`src/rtl/tmr_pkg.sv`:
```
package tmr_pkg;
  localparam int unsigned MODE_W   = 12;
  localparam int unsigned B_RATE0  = 0;
  localparam int unsigned B_RATE1  = 1;
  localparam int unsigned B_CLRMT  = 6;
  localparam int unsigned B_RUN    = 7;
  localparam int unsigned B_CMPEN  = 8;
  localparam int unsigned B_OVFEN  = 9;
  localparam int unsigned B_MFLAG  = 10;
  localparam int unsigned B_OFLAG  = 11;

  typedef enum logic [1:0] {
    SEL_COUNT  = 2'd0,
    SEL_MODE   = 2'd1,
    SEL_TARGET = 2'd2,
    SEL_NONE   = 2'd3
  } wr_sel_e;
endpackage

```
`src/rtl/tmr_prescale.sv`:
```
module tmr_prescale #(
  parameter int unsigned PRE_W = 8,
  parameter int unsigned SH_A  = 4,
  parameter int unsigned SH_B  = 8
) (
  input  logic       clk,
  input  logic       rst_n,
  input  logic       run,
  input  logic       restart,
  input  logic [1:0] rate,
  input  logic       ext_tick,
  output logic       tick
);
  logic [PRE_W-1:0] pre_q;

  // Advance enable from the rate code and the prescaler phase.
  function automatic logic rate_tick(input logic [1:0] r,
                                     input logic [PRE_W-1:0] p,
                                     input logic ext);
    case (r)
      2'd0:    rate_tick = 1'b1;
      2'd1:    rate_tick = &p[SH_A-1:0];
      2'd2:    rate_tick = &p[SH_B-1:0];
      default: rate_tick = ext;
    endcase
  endfunction

  always_ff @(posedge clk or negedge rst_n) begin
    if (!rst_n)       pre_q <= '0;
    else if (restart) pre_q <= '0;
    else if (run)     pre_q <= pre_q + 1'b1;
  end

  assign tick = rate_tick(rate, pre_q, ext_tick);
endmodule

```
`src/rtl/tmr_event.sv`:
```
module tmr_event #(
  parameter int unsigned CNT_W = 16
) (
  input  logic             step,
  input  logic [CNT_W-1:0] count,
  input  logic [CNT_W-1:0] target,
  input  logic             held,
  input  logic             cmp_en,
  input  logic             clr_en,
  output logic             hit,
  output logic             wrap,
  output logic [CNT_W-1:0] nxt_count,
  output logic             nxt_held
);
  localparam int unsigned EXT_W = CNT_W + 1;

  logic [EXT_W-1:0] ext;
  logic [EXT_W-1:0] after_cmp;
  logic             hit_raw;

  function automatic logic reached(input logic [EXT_W-1:0] e,
                                   input logic [CNT_W-1:0] t,
                                   input logic h, input logic en);
    reached = en && !h && (t != '0) && (e >= {1'b0, t});
  endfunction

  always_comb begin
    ext       = {1'b0, count} + 1'b1;
    hit_raw   = reached(ext, target, held, cmp_en);
    // compare first, then wrap
    after_cmp = (hit_raw && clr_en) ? '0 : ext;
    hit       = step && hit_raw;
    wrap      = step && after_cmp[CNT_W];
    nxt_count = after_cmp[CNT_W-1:0];
    if (after_cmp[CNT_W])       nxt_held = 1'b0;
    else if (hit_raw && !clr_en) nxt_held = 1'b1;
    else                         nxt_held = held;
  end
endmodule

```
`src/rtl/cmp_ovf_timer.sv`:
```
module cmp_ovf_timer
  import tmr_pkg::*;
#(
  parameter int unsigned CNT_W = 16,
  parameter int unsigned PRE_W = 8,
  parameter int unsigned SH_A  = 4,
  parameter int unsigned SH_B  = 8
) (
  input  logic              clk,
  input  logic              rst_n,
  input  logic              wr_en,
  input  logic [1:0]        wr_addr,
  input  logic [CNT_W-1:0]  wr_data,
  input  logic              ext_tick,
  output logic [CNT_W-1:0]  count_o,
  output logic [MODE_W-1:0] mode_o,
  output logic [CNT_W-1:0]  target_o,
  output logic              irq_o
);
  logic [CNT_W-1:0]  count_q, target_q, nxt_count;
  logic [MODE_W-1:0] mode_q;
  logic              held_q, nxt_held;
  logic              wr_cnt, wr_mode, wr_tgt, start, tick, step;
  logic              hit_evt, wrap_evt;

  assign wr_cnt  = wr_en && (wr_addr == SEL_COUNT);
  assign wr_mode = wr_en && (wr_addr == SEL_MODE);
  assign wr_tgt  = wr_en && (wr_addr == SEL_TARGET);
  assign start   = wr_mode && wr_data[B_RUN] && !mode_q[B_RUN];
  assign step    = mode_q[B_RUN] && tick && !wr_en;

  tmr_prescale #(.PRE_W(PRE_W), .SH_A(SH_A), .SH_B(SH_B)) u_pre (
    .clk(clk), .rst_n(rst_n), .run(mode_q[B_RUN]), .restart(start),
    .rate(mode_q[B_RATE1:B_RATE0]), .ext_tick(ext_tick), .tick(tick)
  );

  tmr_event #(.CNT_W(CNT_W)) u_evt (
    .step(step), .count(count_q), .target(target_q), .held(held_q),
    .cmp_en(mode_q[B_CMPEN]), .clr_en(mode_q[B_CLRMT]),
    .hit(hit_evt), .wrap(wrap_evt), .nxt_count(nxt_count), .nxt_held(nxt_held)
  );

  always_ff @(posedge clk or negedge rst_n) begin
    if (!rst_n) begin
      count_q  <= '0;
      target_q <= '0;
      mode_q   <= '0;
      held_q   <= 1'b0;
    end else if (wr_cnt) begin
      count_q <= wr_data;
      held_q  <= 1'b0;
    end else if (wr_tgt) begin
      target_q <= wr_data;
      held_q   <= (wr_data != '0) && (wr_data <= count_q);
    end else if (wr_mode) begin
      mode_q[B_OVFEN:0] <= wr_data[B_OVFEN:0];
      mode_q[B_MFLAG]   <= mode_q[B_MFLAG] & ~wr_data[B_MFLAG];
      mode_q[B_OFLAG]   <= mode_q[B_OFLAG] & ~wr_data[B_OFLAG];
    end else if (step) begin
      count_q <= nxt_count;
      held_q  <= nxt_held;
      if (hit_evt)                     mode_q[B_MFLAG] <= 1'b1;
      if (wrap_evt && mode_q[B_OVFEN]) mode_q[B_OFLAG] <= 1'b1;
    end
  end

  assign count_o  = count_q;
  assign target_o = target_q;
  assign mode_o   = mode_q;
  assign irq_o    = (mode_q[B_MFLAG] && mode_q[B_CMPEN]) ||
                    (mode_q[B_OFLAG] && mode_q[B_OVFEN]);
endmodule

```
`config.mk`:
```
export PLATFORM = sky130hd
export DESIGN_NAME = cmp_ovf_timer
export DESIGN_NICKNAME = d
export VERILOG_FILES = /design/src/rtl/tmr_pkg.sv /design/src/rtl/tmr_prescale.sv /design/src/rtl/tmr_event.sv /design/src/rtl/cmp_ovf_timer.sv
export SDC_FILE = /design/constraint.sdc
export NUM_CORES = 1
export LEC_CHECK = 0
export BUFFER_PORTS_ARGS = -buffer_cell sky130_fd_sc_hd__buf_2
export CORE_ASPECT_RATIO = 1.25
export CORE_UTILIZATION = 45
export CTS_BUF_LIST = sky130_fd_sc_hd__clkbuf_4 sky130_fd_sc_hd__clkbuf_8
export CTS_CLUSTER_SIZE = 12
export DETAILED_ROUTE_END_ITERATION = 8
export HOLD_SLACK_MARGIN = 0.08
export PLACE_DENSITY = 0.72
export SETUP_SLACK_MARGIN = 0.15
export SLEW_MARGIN = 20
export SYNTH_ARGS = -nofsm -noshare
export SYNTH_HDL_FRONTEND = slang
export SYNTH_SLANG_ARGS = --single-unit
```
`constraint.sdc`:
```
create_clock -name clk -period 4.2 [get_ports clk]
set_input_delay 0 -clock clk [delete_from_list [all_inputs] [get_ports clk]]
set_output_delay 0 -clock clk [all_outputs]
set_load 0.1 [all_outputs]
```
==> impl_summary.txt, run 1 <==
----------------------------------------------------
[Outcome]
  Result of the run ... complete, no violations

[Min path]
  Worst hold path depth ... 4
  Endpoint, Worst Hold ... held_q$_DFFE_PN0P_
  Worst min-delay path startpoint ... wr_addr[0]
  Type of the tightest min-delay check ... in2reg

[Finish]
  Relative area change from synthesis to final layout ... 20.42%
  Fraction of final layout cells sized beyond drive strength 1 ... 17.71%
  Antenna diode count ... 0
  Layout Nets ... 535
  Post-Layout Cell Count ... 572
  Share of the core filled with cells in the final layout ... 56.13%

[STA]
  Summed negative setup slack over all endpoints ... 0 ns
  Portion of the clock cycle consumed by the worst path in the final layout ... 91.64%
  Minimum period implied by the final worst setup slack ... 3.849 ns
  Fin. Hold Viols ... 0
  Final number of setup-violating endpoints ... 0
  Max-slew violation count ... 0
  Highest achievable clock rate ... 259.8 MHz
  Transition at the pin with the smallest max-transition slack ... 0.8363 ns
  Tightest hold margin ... 0.1120 ns
  RSZ-0062 raised after global routing ... no
  Max Clock Skew ... 0.005711 ns
  Relative slew slack ... 43.73%

[Worst setup path]
  Flop2flop setup slack ... 0.35 ns
  Data arrival time of the critical path ... 4.06 ns
  Worst EP required ... 4.41 ns
  Worst Reg2Reg Path Length in Cells ... 13
  Crit end category ... register
  Reg-to-reg critical path startpoint ... count_o[0]$_DFFE_PN0P_
  Top fanout value on the critical path ... 12
  Element type at the critical path start ... register
  Classification of the worst setup path ... reg2reg
  Reg-to-reg critical path endpoint ... count_o[2]$_DFFE_PN0P_

[Floorplan]
  Effective utilization at floorplan ... 46.61%
  Width of the chip ... 80.31 um
  Number of I/O pins ... 67
  Core Box Area ... 0.007401 mm^2
  Die outline area ... 0.008022 mm^2
  Core Rows ... 35
  Height of the chip ... 99.89 um

[Clocking]
  Clk Tree Root Cell ... sky130_fd_sc_hd__clkbuf_8
  Number of clock sinks seen by CTS ... 53
  Largest buffer count on any clock path ... 2
  H-Tree Level Count ... 2
  Clk slew on worst S/H paths ... 0.11 ns
  Post-CTS setup buffer count ... 0
  Number of clock buffers inserted by TritonCTS ... 5
  Worst skew pair latency ... 0.32 ns
  TritonCTS clock tree ... yes

[Place]
  DP Wirelength ... 7.665 mm
  Number of buffers inserted by port buffering ... 66
  Routability congestion estimate ... 0.9191
  Dpl cells ... 545

[GRT]
  Pin count of the biggest net entering global routing ... 54
  Number of antenna violations at the first check in global routing ... 0
  Final global-route overflow total ... 0
  Vias in the first global route ... 3200
  First-pass GRT wire length ... 16.08 mm
  GRT Total Usage ... 26.41%

[Pwr]
  IR Drop Worst-Case VDD ... 0.0005014 V
  Total leakage power ... 2.029 nW
  Combinational power share ... 59.5%
  Cell-internal power ... 0.001165 W
  NetSw ... 0.001603 W
  Power Dens Cells ... 666.2 mW/mm^2
  Post-layout power ... 0.002768 W
  Fraction of power consumed by the clock network ... 11.6%
  Sequential group share of total power ... 28.9%
  Net switching share of the total power ... 57.92%

[Detailed routing]
  Number of design rule violations left after detail routing ... 0
  Drt via density ... 5.820
  WL per Instance ... 17.78 um
  Remaining antenna violation count after routing ... 0
  Post-Route WL ... 10.17 mm
  Detailed Route Iter0 Violations ... 202
  Via count ... 3329
  Number of detailed-route iterations in the first pass ... 5

[Synthesis]
  Synth cell types ... 45
  Synthesized netlist cell count ... 398
  Synth top area cells ... sky130_fd_sc_hd__dfrtp_1 38%, sky130_fd_sc_hd__ha_1 12%, sky130_fd_sc_hd__nand2_1 8.3%, sky130_fd_sc_hd__o21ai_0 4.2%, sky130_fd_sc_hd__inv_1 4.0%
  Xor/xnor cell area share of the yosys netlist ... 3.047%
  Share of the synthesized area in the top cell type ... 38.45%
  Sequential fraction of the synthesis area ... 38.45%
  Number of enable flip-flop cells after synthesis ... 0
  Post-Synthesis Net Count ... 454
  Main combinational cell family by area after synthesis ... simple AND/OR/NAND/NOR gates
  List of most frequent post-synthesis cells ... 76 x sky130_fd_sc_hd__nand2_1, 53 x sky130_fd_sc_hd__dfrtp_1, 37 x sky130_fd_sc_hd__inv_1, 34 x sky130_fd_sc_hd__ha_1, 29 x sky130_fd_sc_hd__o21ai_0
  Area fraction in and, or, nand and nor cells after synthesis ... 21.25%
  Ys Warns ... 0
  Share of synthesized flip-flops with an asynchronous set or reset ... 100.0%
  Mapped Area ... 0.003450 mm^2
  Mux share of post-synthesis cell area ... 0%
  Fraction of the mapped netlist area in adder cells ... 12.33%
  Most area-hungry cell type in the Yosys netlist ... sky130_fd_sc_hd__dfrtp_1
  Dominant cell by count in the synthesized netlist ... sky130_fd_sc_hd__nand2_1
  Compound-gate portion of the synthesized area ... 18.75%
  Synthesized area per cell ... 8.667 um^2
  Count of state elements after synthesis ... 53
  Post-synth top flop ... sky130_fd_sc_hd__dfrtp_1

[Job]
  Max-capacitance violation count ... 0

----------------------------------------------------
==> what timing repair did <==
action,in CTS,in global routing
hold endpoints to repair,96,0
gates resized for setup,0,4
hold buffers,19,0
setup endpoints to repair,0,5
==> layout make-up <==
cell class	count	area (um^2)
inverters	37	138.9
clock inverters	3	28.78
multi-input cells	294	1931
clock buffers	5	68.82
flip-flops and latches	53	1329
well taps	92	115.1
repair buffers	88	543.0
fillers	678	3247
==> worst max path at each step <==
stage                                 startpoint                      end  slack (ns)  depth (start not counted)
final                     count_o[0]$_DFFE_PN0P_   count_o[2]$_DFFE_PN0P_        0.35                         13
after global routing      count_o[0]$_DFFE_PN0P_   count_o[2]$_DFFE_PN0P_        0.10                         13
after CTS                 count_o[0]$_DFFE_PN0P_   count_o[2]$_DFFE_PN0P_        0.33                         13
after detailed placement  count_o[0]$_DFFE_PN0P_   count_o[2]$_DFFE_PN0P_        0.37                         13
after global placement    count_o[0]$_DFFE_PN0P_   count_o[2]$_DFFE_PN0P_        0.50                         13
after floorplan           count_o[2]$_DFFE_PN0P_  count_o[12]$_DFFE_PN0P_        0.19                         14
==> cell usage in the layout, fill, tap and decap left out, drive strengths merged, types with 3 or more instances in the layout <==
cell / Yosys / final
nand2: 76 / 76
buf: 7 / 69
dfrtp: 53 / 53
inv: 37 / 39
ha: 34 / 34
o21ai: 32 / 32
dlygate4sd3: 0 / 19
a21oi: 14 / 14
nand4: 14 / 14
a21o: 12 / 12
nand3: 12 / 12
xnor2: 11 / 11
nor4: 10 / 10
nor2: 10 / 10
o211ai: 7 / 7
o311ai: 7 / 7
nand2b: 6 / 6
nor3: 6 / 6
clkbuf: 7 / 5
a22oi: 4 / 4
a221o: 4 / 4
and3: 3 / 3
a22o: 3 / 3
or3: 3 / 3
nor2b: 3 / 3
o21a: 3 / 3
o21bai: 3 / 3
==> critical path, stage by stage (launching register included) <==
cell and delay, ns:
sky130_fd_sc_hd__dfrtp_2 0.45, sky130_fd_sc_hd__ha_1 0.27, sky130_fd_sc_hd__nand3_2 0.17, sky130_fd_sc_hd__nor3_1 0.30, sky130_fd_sc_hd__and3_1 0.28, sky130_fd_sc_hd__xnor2_1 0.10
sky130_fd_sc_hd__ha_1 0.30, sky130_fd_sc_hd__nand4_1 0.16, sky130_fd_sc_hd__or4_1 0.55, sky130_fd_sc_hd__a21oi_1 0.23, sky130_fd_sc_hd__nor3_4 0.12, sky130_fd_sc_hd__o21ai_4 0.35
sky130_fd_sc_hd__o22ai_1 0.13, sky130_fd_sc_hd__a221o_1 0.32
==> power by group through the flow <==
stage	combinational, W	sequential [W]	clock, W
floorplan	0.000610	0.00147	0
CTS	0.00163	0.000796	0.000327
detailed placement	0.00161	0.000806	0
global placement	0.00158	0.000800	0
global route	0.00176	0.000818	0.000342
finish	0.00165	0.000800	0.000320
==> per-stage QoR <==
| stage | instance area [um^2] | setup slack, ns |
|---|---|---|
| 6_report | 4154 | 0.3511 |
| 5_1_grt | 4154 | 0.1008 |
| 4_1_cts | 4134 | 0.3312 |
| 3_5_place_dp | 3846 | 0.3665 |
| 3_3_place_gp | 3846 | 0.5001 |
| 2_1_floorplan | 3452 | 0.1917 |
==> flip-flops by register name, indices dropped and copies added, names as in the netlist <==
name	cells
count_o	16
held_q	1
mode_o	12
target_o	16
u_pre.pre_q	8
==> routing by layer <==
layer  up-vias  part of all wire (%)  global-route usage, %
li1       1584                     -                      -
met1      1579                    41                  33.08
met2       128                    48                  43.79
met3        38                   5.8                  3.273
met4         0                   5.3                  14.70
met5         -                     0                      0
==> logic make-up (layout without fill, tap and decap cells) <==
group                    Yosys count  after routing
XOR/XNOR                          12             12
flip-flops                        53             53
buffers and inverters             51            133
AND/OR/NAND/NOR                  151            151
AO/OA/AOI/OAI                     97             97
adder cells (fa/ha/maj)           34             34
Note: power is estimated with default switching activity, not from simulation.
==> inputs of run 2 (changes only) <==
- CTS_BUF_LIST: sky130_fd_sc_hd__clkbuf_4 sky130_fd_sc_hd__clkbuf_8 -> sky130_fd_sc_hd__clkbuf_4 sky130_fd_sc_hd__clkbuf_8 sky130_fd_sc_hd__clkbuf_16
- clock period: 4.2 -> 4.4 ns (I/O delays scaled with it)
==> impl_summary.txt, run 2 (synthesized netlist as in run 1, its figures left out) <==
----------------------------------------------------
[Floorplan]
  Effective utilization at floorplan ... 46.61% (unchanged)
  Core Box Area ... 0.007401 mm^2 (unchanged)
  Number of I/O pins ... 67 (unchanged)
  Width of the chip ... 80.31 um (unchanged)
  Core Rows ... 35 (unchanged)
  Height of the chip ... 99.89 um (unchanged)
  Die outline area ... 0.008022 mm^2 (unchanged)

[Clocking]
  Post-CTS setup buffer count ... 0 (unchanged)
  Number of clock sinks seen by CTS ... 53 (unchanged)
  Worst skew pair latency ... 0.32 ns (about the same)
  Largest buffer count on any clock path ... 2 (unchanged)
  TritonCTS clock tree ... yes
  Clk Tree Root Cell ... sky130_fd_sc_hd__clkbuf_8
  Clk slew on worst S/H paths ... 0.11 ns (about the same)
  H-Tree Level Count ... 2 (unchanged)
  Number of clock buffers inserted by TritonCTS ... 5 (unchanged)

[Worst setup path]
  Flop2flop setup slack ... 0.44 ns (+0.08 ns)
  Reg-to-reg critical path endpoint ... count_o[2]$_DFFE_PN0P_
  Element type at the critical path start ... register
  Top fanout value on the critical path ... 12 (unchanged)
  Crit end category ... register
  Worst Reg2Reg Path Length in Cells ... 13 (unchanged)
  Classification of the worst setup path ... reg2reg
  Data arrival time of the critical path ... 4.16 ns (+0.10 ns)
  Reg-to-reg critical path startpoint ... count_o[0]$_DFFE_PN0P_
  Worst EP required ... 4.60 ns (+0.19 ns)

[Detailed routing]
  Remaining antenna violation count after routing ... 0 (unchanged)
  Amount of wire on met2 after detailed routing ... 4.910 mm (unchanged)
  Via count ... 3383 (+1.6%)
  Post-Route WL ... 10.30 mm (+1.3%)
  Max layer used ... met4
  Number of design rule violations left after detail routing ... 0 (unchanged)
  Routed length on met1 ... 4.158 mm (+0.63%)
  Number of detailed-route iterations in the first pass ... 5 (unchanged)
  Drt via density ... 5.925 (+1.8%)
  Routed length on met3 ... 691 um (+18%)
  Detailed Route Iter0 Violations ... 243 (+20%)
  WL per Instance ... 18.04 um (+1.5%)

[Place]
  Dpl cells ... 544 (-0.18%)
  Worst slack after detailed placement ... 0.3937 ns (+0.02720 ns)
  Placed inst area ... 0.003836 mm^2 (-0.26%)
  Number of buffers inserted by port buffering ... 66 (unchanged)
  Routability congestion estimate ... 0.9641 (+4.9%)
  DP Wirelength ... 7.662 mm (about the same)

[GRT]
  First-pass GRT wire length ... 16.49 mm (+2.6%)
  GRT Total Usage ... 27.07% (+0.66 points)
  Pin count of the biggest net entering global routing ... 54 (unchanged)
  Vias in the first global route ... 3272 (+2.3%)
  Number of antenna violations at the first check in global routing ... 0 (unchanged)
  Final global-route overflow total ... 0 (unchanged)

[STA]
  Minimum period implied by the final worst setup slack ... 3.965 ns (+0.1159 ns)
  Portion of the clock cycle consumed by the worst path in the final layout ... 90.11% (-1.5 points)
  Relative slew slack ... 36.56% (-7.2 points)
  Final number of setup-violating endpoints ... 0 (unchanged)
  Max Clock Skew ... 0.01167 ns (+0.005960 ns)
  Highest achievable clock rate ... 252.2 MHz (-2.9%)
  Transition at the pin with the smallest max-transition slack ... 0.9481 ns (+0.1118 ns)
  Summed negative setup slack over all endpoints ... 0 ns (unchanged)
  RSZ-0062 raised after global routing ... no
  Max-slew violation count ... 0 (unchanged)
  Fin. Hold Viols ... 0 (unchanged)
  Smallest setup slack after layout ... 0.4352 ns (+0.08407 ns)

[Finish]
  Most used cells in the layout excluding fill and tap cells ... 76 x sky130_fd_sc_hd__nand2_1, 66 x sky130_fd_sc_hd__buf_2, 53 x sky130_fd_sc_hd__dfrtp_1, 37 x sky130_fd_sc_hd__inv_1, 34 x sky130_fd_sc_hd__ha_1
  Design Area, Final ... 0.004138 mm^2 (-0.39%)
  Area of combinational cells with multiple inputs ... 0.001931 mm^2 (unchanged)
  Antenna diode count ... 0 (unchanged)
  Share of the core filled with cells in the final layout ... 55.91% (-0.22 points)
  Filler cells ... 674 (-0.59%)
  Fraction of final layout cells sized beyond drive strength 1 ... 17.12% (-0.59 points)
  Area taken by flip-flops and latches ... 0.001326 mm^2 (-0.19%)
  Layout Nets ... 534 (-0.19%)
  Post-Layout Cell Count ... 571 (-0.17%)
  Most common cell after layout, fill and taps aside ... sky130_fd_sc_hd__nand2_1
  Relative area change from synthesis to final layout ... 19.95%

[Pwr]
  Power Dens Cells ... 635.9 mW/mm^2 (-4.6%)
  IR Drop Worst-Case VDD ... 0.0005216 V (+4.0%)
  Total leakage power ... 2.025 nW (-0.17%)

[Min path]
  Endpoint, Worst Hold ... mode_o[11]$_DFFE_PN0P_
  Type of the tightest min-delay check ... in2reg
  Worst hold path depth ... 6 (+2)
  Worst min-delay path startpoint ... wr_en

[Outcome]
  Result of the run ... complete, no violations

[Job]
  Max-capacitance violation count ... 0 (unchanged)

----------------------------------------------------
==> run 2: changes by cell type in the layout (fill, tap and decap cells not counted), sizes merged <==
cell / previous run / this run
buf: 69 / 68
clkinv: 1 / 3
inv: 39 / 37
==> run 2: critical path, stage by stage (launching register included) <==
cell and delay, ns:
sky130_fd_sc_hd__dfrtp_1 0.52, sky130_fd_sc_hd__ha_1 0.30, sky130_fd_sc_hd__nand3_2 0.16, sky130_fd_sc_hd__nor3_1 0.30, sky130_fd_sc_hd__and3_1 0.28, sky130_fd_sc_hd__xnor2_1 0.09
sky130_fd_sc_hd__ha_1 0.30, sky130_fd_sc_hd__nand4_1 0.16, sky130_fd_sc_hd__or4_1 0.54, sky130_fd_sc_hd__a21oi_1 0.23, sky130_fd_sc_hd__nor3_4 0.12, sky130_fd_sc_hd__o21ai_4 0.37
sky130_fd_sc_hd__o22ai_1 0.14, sky130_fd_sc_hd__a221o_1 0.33
==> run 2: metal layers <==
metal  global-route usage (%)  vias to the layer above
met2                    45.04                      159
met4                    14.01                        0
li1                         -                     1577
met1                    34.11                     1611
met5                        0                        -
met3                    3.545                       36
==> run 2: cell type report <==
class	count	share of cell area, %
inverters	37	3.357
repair buffers	87	12.94
flip-flops and latches	53	32.05
multi-input cells	294	46.66
well taps	92	2.782
clock buffers	5	1.663
clock inverters	3	0.5443
==> run 2: worst max path at each step <==
stage	start	to	slack, ns	cells after the start
2_1_floorplan	count_o[0]$_DFFE_PN0P_	count_o[12]$_DFFE_PN0P_	0.23	15
3_3_place_gp	count_o[0]$_DFFE_PN0P_	count_o[2]$_DFFE_PN0P_	0.62	13
3_5_place_dp	count_o[0]$_DFFE_PN0P_	count_o[2]$_DFFE_PN0P_	0.39	13
4_1_cts	count_o[0]$_DFFE_PN0P_	count_o[2]$_DFFE_PN0P_	0.35	13
5_1_grt	count_o[0]$_DFFE_PN0P_	count_o[2]$_DFFE_PN0P_	0.21	13
6_report	count_o[0]$_DFFE_PN0P_	count_o[2]$_DFFE_PN0P_	0.44	13
==> run 2: power breakdown <==
part	switching [W]	leakage, nW	total (W)	internal (W)
logic	0.00120	1.31	0.00158	0.000380
clock network	0.000176	0.0481	0.000290	0.000114
registers	0.000155	0.667	0.000766	0.000611
==> run 2: repair_timing <==
item | in CTS | in global routing
setup endpoints to repair | 0 | 5
hold endpoints to repair | 97 | 0
hold buffers | 19 | 0
gates resized for setup | 0 | 4
==> run 2: per-stage QoR <==
step / hold WS (ns) / power [W]
5_1_grt: 0.1999 / 0.002785
4_1_cts: 0.1488 / 0.002613
3_3_place_gp: 0.1763 / 0.002270
2_1_floorplan: -0.2956 / 0.001988
3_5_place_dp: 0.1752 / 0.002306
6_report: 0.1596 / 0.002631
==> inputs of run 3 (changes only) <==
- ABC_AREA: not set -> 1
- CORE_MARGIN: not set -> 10
- CORE_UTILIZATION: 45 -> 56
- PLACE_DENSITY: 0.72 -> 0.85
==> impl_summary.txt, run 3 <==
----------------------------------------------------
[Outcome]
  Result of the run ... complete, no violations

[STA]
  Max Clock Skew ... 0.01349 ns (+0.001820 ns)
  Minimum period implied by the final worst setup slack ... 3.273 ns (-0.6918 ns)
  Final number of setup-violating endpoints ... 0 (unchanged)
  Relative slew slack ... 51.81% (+15 points)
  Fin. Hold Viols ... 0 (unchanged)
  Max-slew violation count ... 0 (unchanged)
  Highest achievable clock rate ... 305.5 MHz (+21%)
  Transition at the pin with the smallest max-transition slack ... 0.7213 ns (-0.2268 ns)
  Portion of the clock cycle consumed by the worst path in the final layout ... 74.39% (-16 points)
  Summed negative setup slack over all endpoints ... 0 ns (unchanged)
  RSZ-0062 raised after global routing ... no

[Detailed routing]
  WL per Instance ... 17.56 um (-2.7%)
  Drt via density ... 5.727 (-3.3%)
  Remaining antenna violation count after routing ... 0 (unchanged)
  Number of design rule violations left after detail routing ... 0 (unchanged)
  Post-Route WL ... 10.87 mm (+5.5%)
  Via count ... 3545 (+4.8%)
  Detailed Route Iter0 Violations ... 427 (+76%)
  Number of detailed-route iterations in the first pass ... 5 (unchanged)

[Worst setup path]
  Data arrival time of the critical path ... 3.49 ns (-0.67 ns)
  Worst Reg2Reg Path Length in Cells ... 20 (+7)
  Crit end category ... register
  Reg-to-reg critical path endpoint ... held_q$_DFFE_PN0P_
  Reg-to-reg critical path startpoint ... count_o[0]$_DFFE_PN0P_
  Start point of the critical path ... count_o[0]$_DFFE_PN0P_
  End point of the critical path ... held_q$_DFFE_PN0P_
  Classification of the worst setup path ... reg2reg
  Top fanout value on the critical path ... 19 (+7)
  Worst EP required ... 4.61 ns (about the same)
  Flop2flop setup slack ... 1.13 ns (+0.69 ns)
  Element type at the critical path start ... register

[Job]
  Max-capacitance violation count ... 0 (unchanged)

[Finish]
  Post-Layout Cell Count ... 619 (+8.4%)
  Antenna diode count ... 0 (unchanged)
  Most used cells in the layout excluding fill and tap cells ... 92 x sky130_fd_sc_hd__nand2_1, 72 x sky130_fd_sc_hd__inv_1, 66 x sky130_fd_sc_hd__buf_2, 53 x sky130_fd_sc_hd__dfrtp_1, 37 x sky130_fd_sc_hd__o21ai_0
  Layout Nets ... 589 (+10%)
  Relative area change from synthesis to final layout ... 17.57%
  Most common cell after layout, fill and taps aside ... sky130_fd_sc_hd__nand2_1
  Fraction of final layout cells sized beyond drive strength 1 ... 20.04% (+2.9 points)

[GRT]
  GRT Total Usage ... 21.42% (-5.6 points)
  Number of antenna violations at the first check in global routing ... 0 (unchanged)
  First-pass GRT wire length ... 17.57 mm (+6.6%)
  Final global-route overflow total ... 0 (unchanged)
  Vias in the first global route ... 3607 (+10%)
  Pin count of the biggest net entering global routing ... 54 (unchanged)

[Synthesis]
  Post-Synthesis Net Count ... 509 (+12%)
  Share of synthesized flip-flops with an asynchronous set or reset ... 100.0% (unchanged)
  Synth top area cells ... sky130_fd_sc_hd__dfrtp_1 36%, sky130_fd_sc_hd__ha_1 12%, sky130_fd_sc_hd__nand2_1 9.5%, sky130_fd_sc_hd__inv_1 7.4%, sky130_fd_sc_hd__o21ai_0 5.1%
  Number of enable flip-flop cells after synthesis ... 0 (unchanged)
  Share of the synthesized area in the top cell type ... 36.38% (-2.1 points)
  Main combinational cell family by area after synthesis ... simple AND/OR/NAND/NOR gates
  Most area-hungry cell type in the Yosys netlist ... sky130_fd_sc_hd__dfrtp_1
  Dominant cell by count in the synthesized netlist ... sky130_fd_sc_hd__nand2_1
  Sequential fraction of the synthesis area ... 36.38% (-2.1 points)
  Xor/xnor cell area share of the yosys netlist ... 3.123% (+0.076 points)
  List of most frequent post-synthesis cells ... 92 x sky130_fd_sc_hd__nand2_1, 72 x sky130_fd_sc_hd__inv_1, 53 x sky130_fd_sc_hd__dfrtp_1, 37 x sky130_fd_sc_hd__o21ai_0, 36 x sky130_fd_sc_hd__nor2_1
  Area fraction in and, or, nand and nor cells after synthesis ... 25.02% (+3.8 points)
  Synthesized netlist cell count ... 453 (+14%)
  Ys Warns ... 0 (unchanged)
  Mux share of post-synthesis cell area ... 0% (unchanged)
  Synthesized area per cell ... 8.049 um^2 (-7.1%)
  Synth cell types ... 33 (-27%)
  Compound-gate portion of the synthesized area ... 13.62% (-5.1 points)
  Fraction of the mapped netlist area in adder cells ... 11.67% (-0.66 points)
  Post-synth top flop ... sky130_fd_sc_hd__dfrtp_1
  Mapped Area ... 0.003646 mm^2 (+5.7%)
  Count of state elements after synthesis ... 53 (unchanged)

[Min path]
  Worst min-delay path startpoint ... wr_addr[0]
  Type of the tightest min-delay check ... in2reg

[Floorplan]
  Die outline area ... 0.01016 mm^2 (+27%)
  Core Rows ... 32 (-8.6%)
  Number of I/O pins ... 67 (unchanged)
  Height of the chip ... 110.2 um (+10%)
  Effective utilization at floorplan ... 58.37% (+12 points)
  Width of the chip ... 92.17 um (+15%)
  Core Box Area ... 0.006246 mm^2 (-16%)

[Pwr]
  Net switching share of the total power ... 60.11% (+2.1 points)
  Power Dens Cells ... 652.9 mW/mm^2 (+2.7%)
  Cell-internal power ... 0.001116 W (+1.1%)
  Sequential group share of total power ... 26.7% (-2.4 points)
  NetSw ... 0.001682 W (+10%)
  Combinational power share ... 62.5% (+2.6 points)
  Total leakage power ... 2.172 nW (+7.3%)
  Fraction of power consumed by the clock network ... 10.7% (-0.3 points)
  IR Drop Worst-Case VDD ... 0.0004969 V (-4.7%)

[Clocking]
  TritonCTS clock tree ... yes
  Worst skew pair latency ... 0.32 ns (about the same)
  Largest buffer count on any clock path ... 2 (unchanged)
  Number of clock sinks seen by CTS ... 53 (unchanged)
  Post-CTS setup buffer count ... 0 (unchanged)
  H-Tree Level Count ... 2 (unchanged)
  Number of hold buffers added after cts ... 18 (-1)
  Number of clock buffers inserted by TritonCTS ... 5 (unchanged)
  Clk slew on worst S/H paths ... 0.10 ns (about the same)
  Resized Gates After CTS ... 0 (unchanged)
  Clk Tree Root Cell ... sky130_fd_sc_hd__clkbuf_8

[Place]
  DP Wirelength ... 8.193 mm (+6.9%)
  Dpl cells ... 593 (+9.0%)
  Routability congestion estimate ... 0.9498 (-1.5%)
  Number of buffers inserted by port buffering ... 66 (unchanged)

----------------------------------------------------
==> run 3: layer usage <==
| layer | track usage (%) | up-vias | share of wire (%) |
|---|---|---|---|
| met1 | 23.20 | 1644 | 37 |
| met4 | 13.58 | 0 | 5.6 |
| met5 | 0 | - | 0 |
| li1 | - | 1654 | - |
| met2 | 37.78 | 196 | 50 |
| met3 | 4.330 | 51 | 7.6 |
==> run 3: critical path: stages (launching register included) <==
cell                      delay, ns
sky130_fd_sc_hd__dfrtp_1       0.48
sky130_fd_sc_hd__ha_1          0.23
sky130_fd_sc_hd__nand2_1       0.11
sky130_fd_sc_hd__nor2_4        0.15
sky130_fd_sc_hd__nand2_1       0.11
sky130_fd_sc_hd__nor3_1        0.26
sky130_fd_sc_hd__nand2_1       0.10
sky130_fd_sc_hd__xor2_1        0.16
sky130_fd_sc_hd__inv_1         0.09
sky130_fd_sc_hd__ha_1          0.30
sky130_fd_sc_hd__nand2_1       0.06
sky130_fd_sc_hd__nor2_1        0.13
sky130_fd_sc_hd__nand2_1       0.07
sky130_fd_sc_hd__nor2_1        0.10
sky130_fd_sc_hd__nand2_1       0.07
sky130_fd_sc_hd__nand3_2       0.09
sky130_fd_sc_hd__nand3_4       0.26
sky130_fd_sc_hd__nand3_1       0.22
sky130_fd_sc_hd__nand2_1       0.07
sky130_fd_sc_hd__nand2_1       0.05
sky130_fd_sc_hd__nand2_1       0.04
==> run 3: layout make-up <==
type	count	area [um^2]
timing repair buffer	86	525.5
inverter	76	285.3
clock buffer	5	68.82
clock inverter	3	26.28
multi-input combinational	311	1948
sequential	53	1326
fill	523	1959
tap	85	106.4
==> run 3: how the worst min path moves through the flow <==
stage	endpoint	slack, ns	cells past startpoint
CTS	held_q$_DFFE_PN0P_	0.1	7
detailed placement	target_o[7]$_DFFE_PN0P_	0.17	2
floorplan	count_o[0]$_DFFE_PN0P_	-0.30	0
global placement	target_o[7]$_DFFE_PN0P_	0.16	2
global route	held_q$_DFFE_PN0P_	0.16	7
finish	held_q$_DFFE_PN0P_	0.09	7
==> run 3: logic make-up after synthesis <==
kind of cell / count (synthesis)
simple gates: 186
buf+inv: 89
compound gates: 78
flops: 53
fa+ha+maj: 34
xor+xnor: 13
==> run 3: per-stage QoR <==
step / util, % / power (W) / hold WS, ns / area [um^2] / setup slack (ns)
after floorplan: - / 0.002114 / -0.2956 / 3646 / 0.9324
after detailed placement: 64.22 / 0.002467 / 0.1743 / 4011 / 1.219
after global routing: 68.63 / 0.002960 / 0.1617 / 4287 / 0.8657
after global placement: 64.22 / 0.002414 / 0.1632 / 4011 / 1.404
final: 68.63 / 0.002799 / 0.09422 / 4287 / 1.127
after CTS: 68.63 / 0.002783 / 0.09666 / 4287 / 1.196
==> run 3: power groups by stage <==
stage          combinational [W]  clock (W)  sequential, W
6_report                 0.00175   0.000300       0.000749
5_1_grt                  0.00188   0.000320       0.000763
4_1_cts                  0.00174   0.000305       0.000742
3_5_place_dp             0.00172          0       0.000750
3_3_place_gp             0.00167          0       0.000745
2_1_floorplan           0.000681          0        0.00143
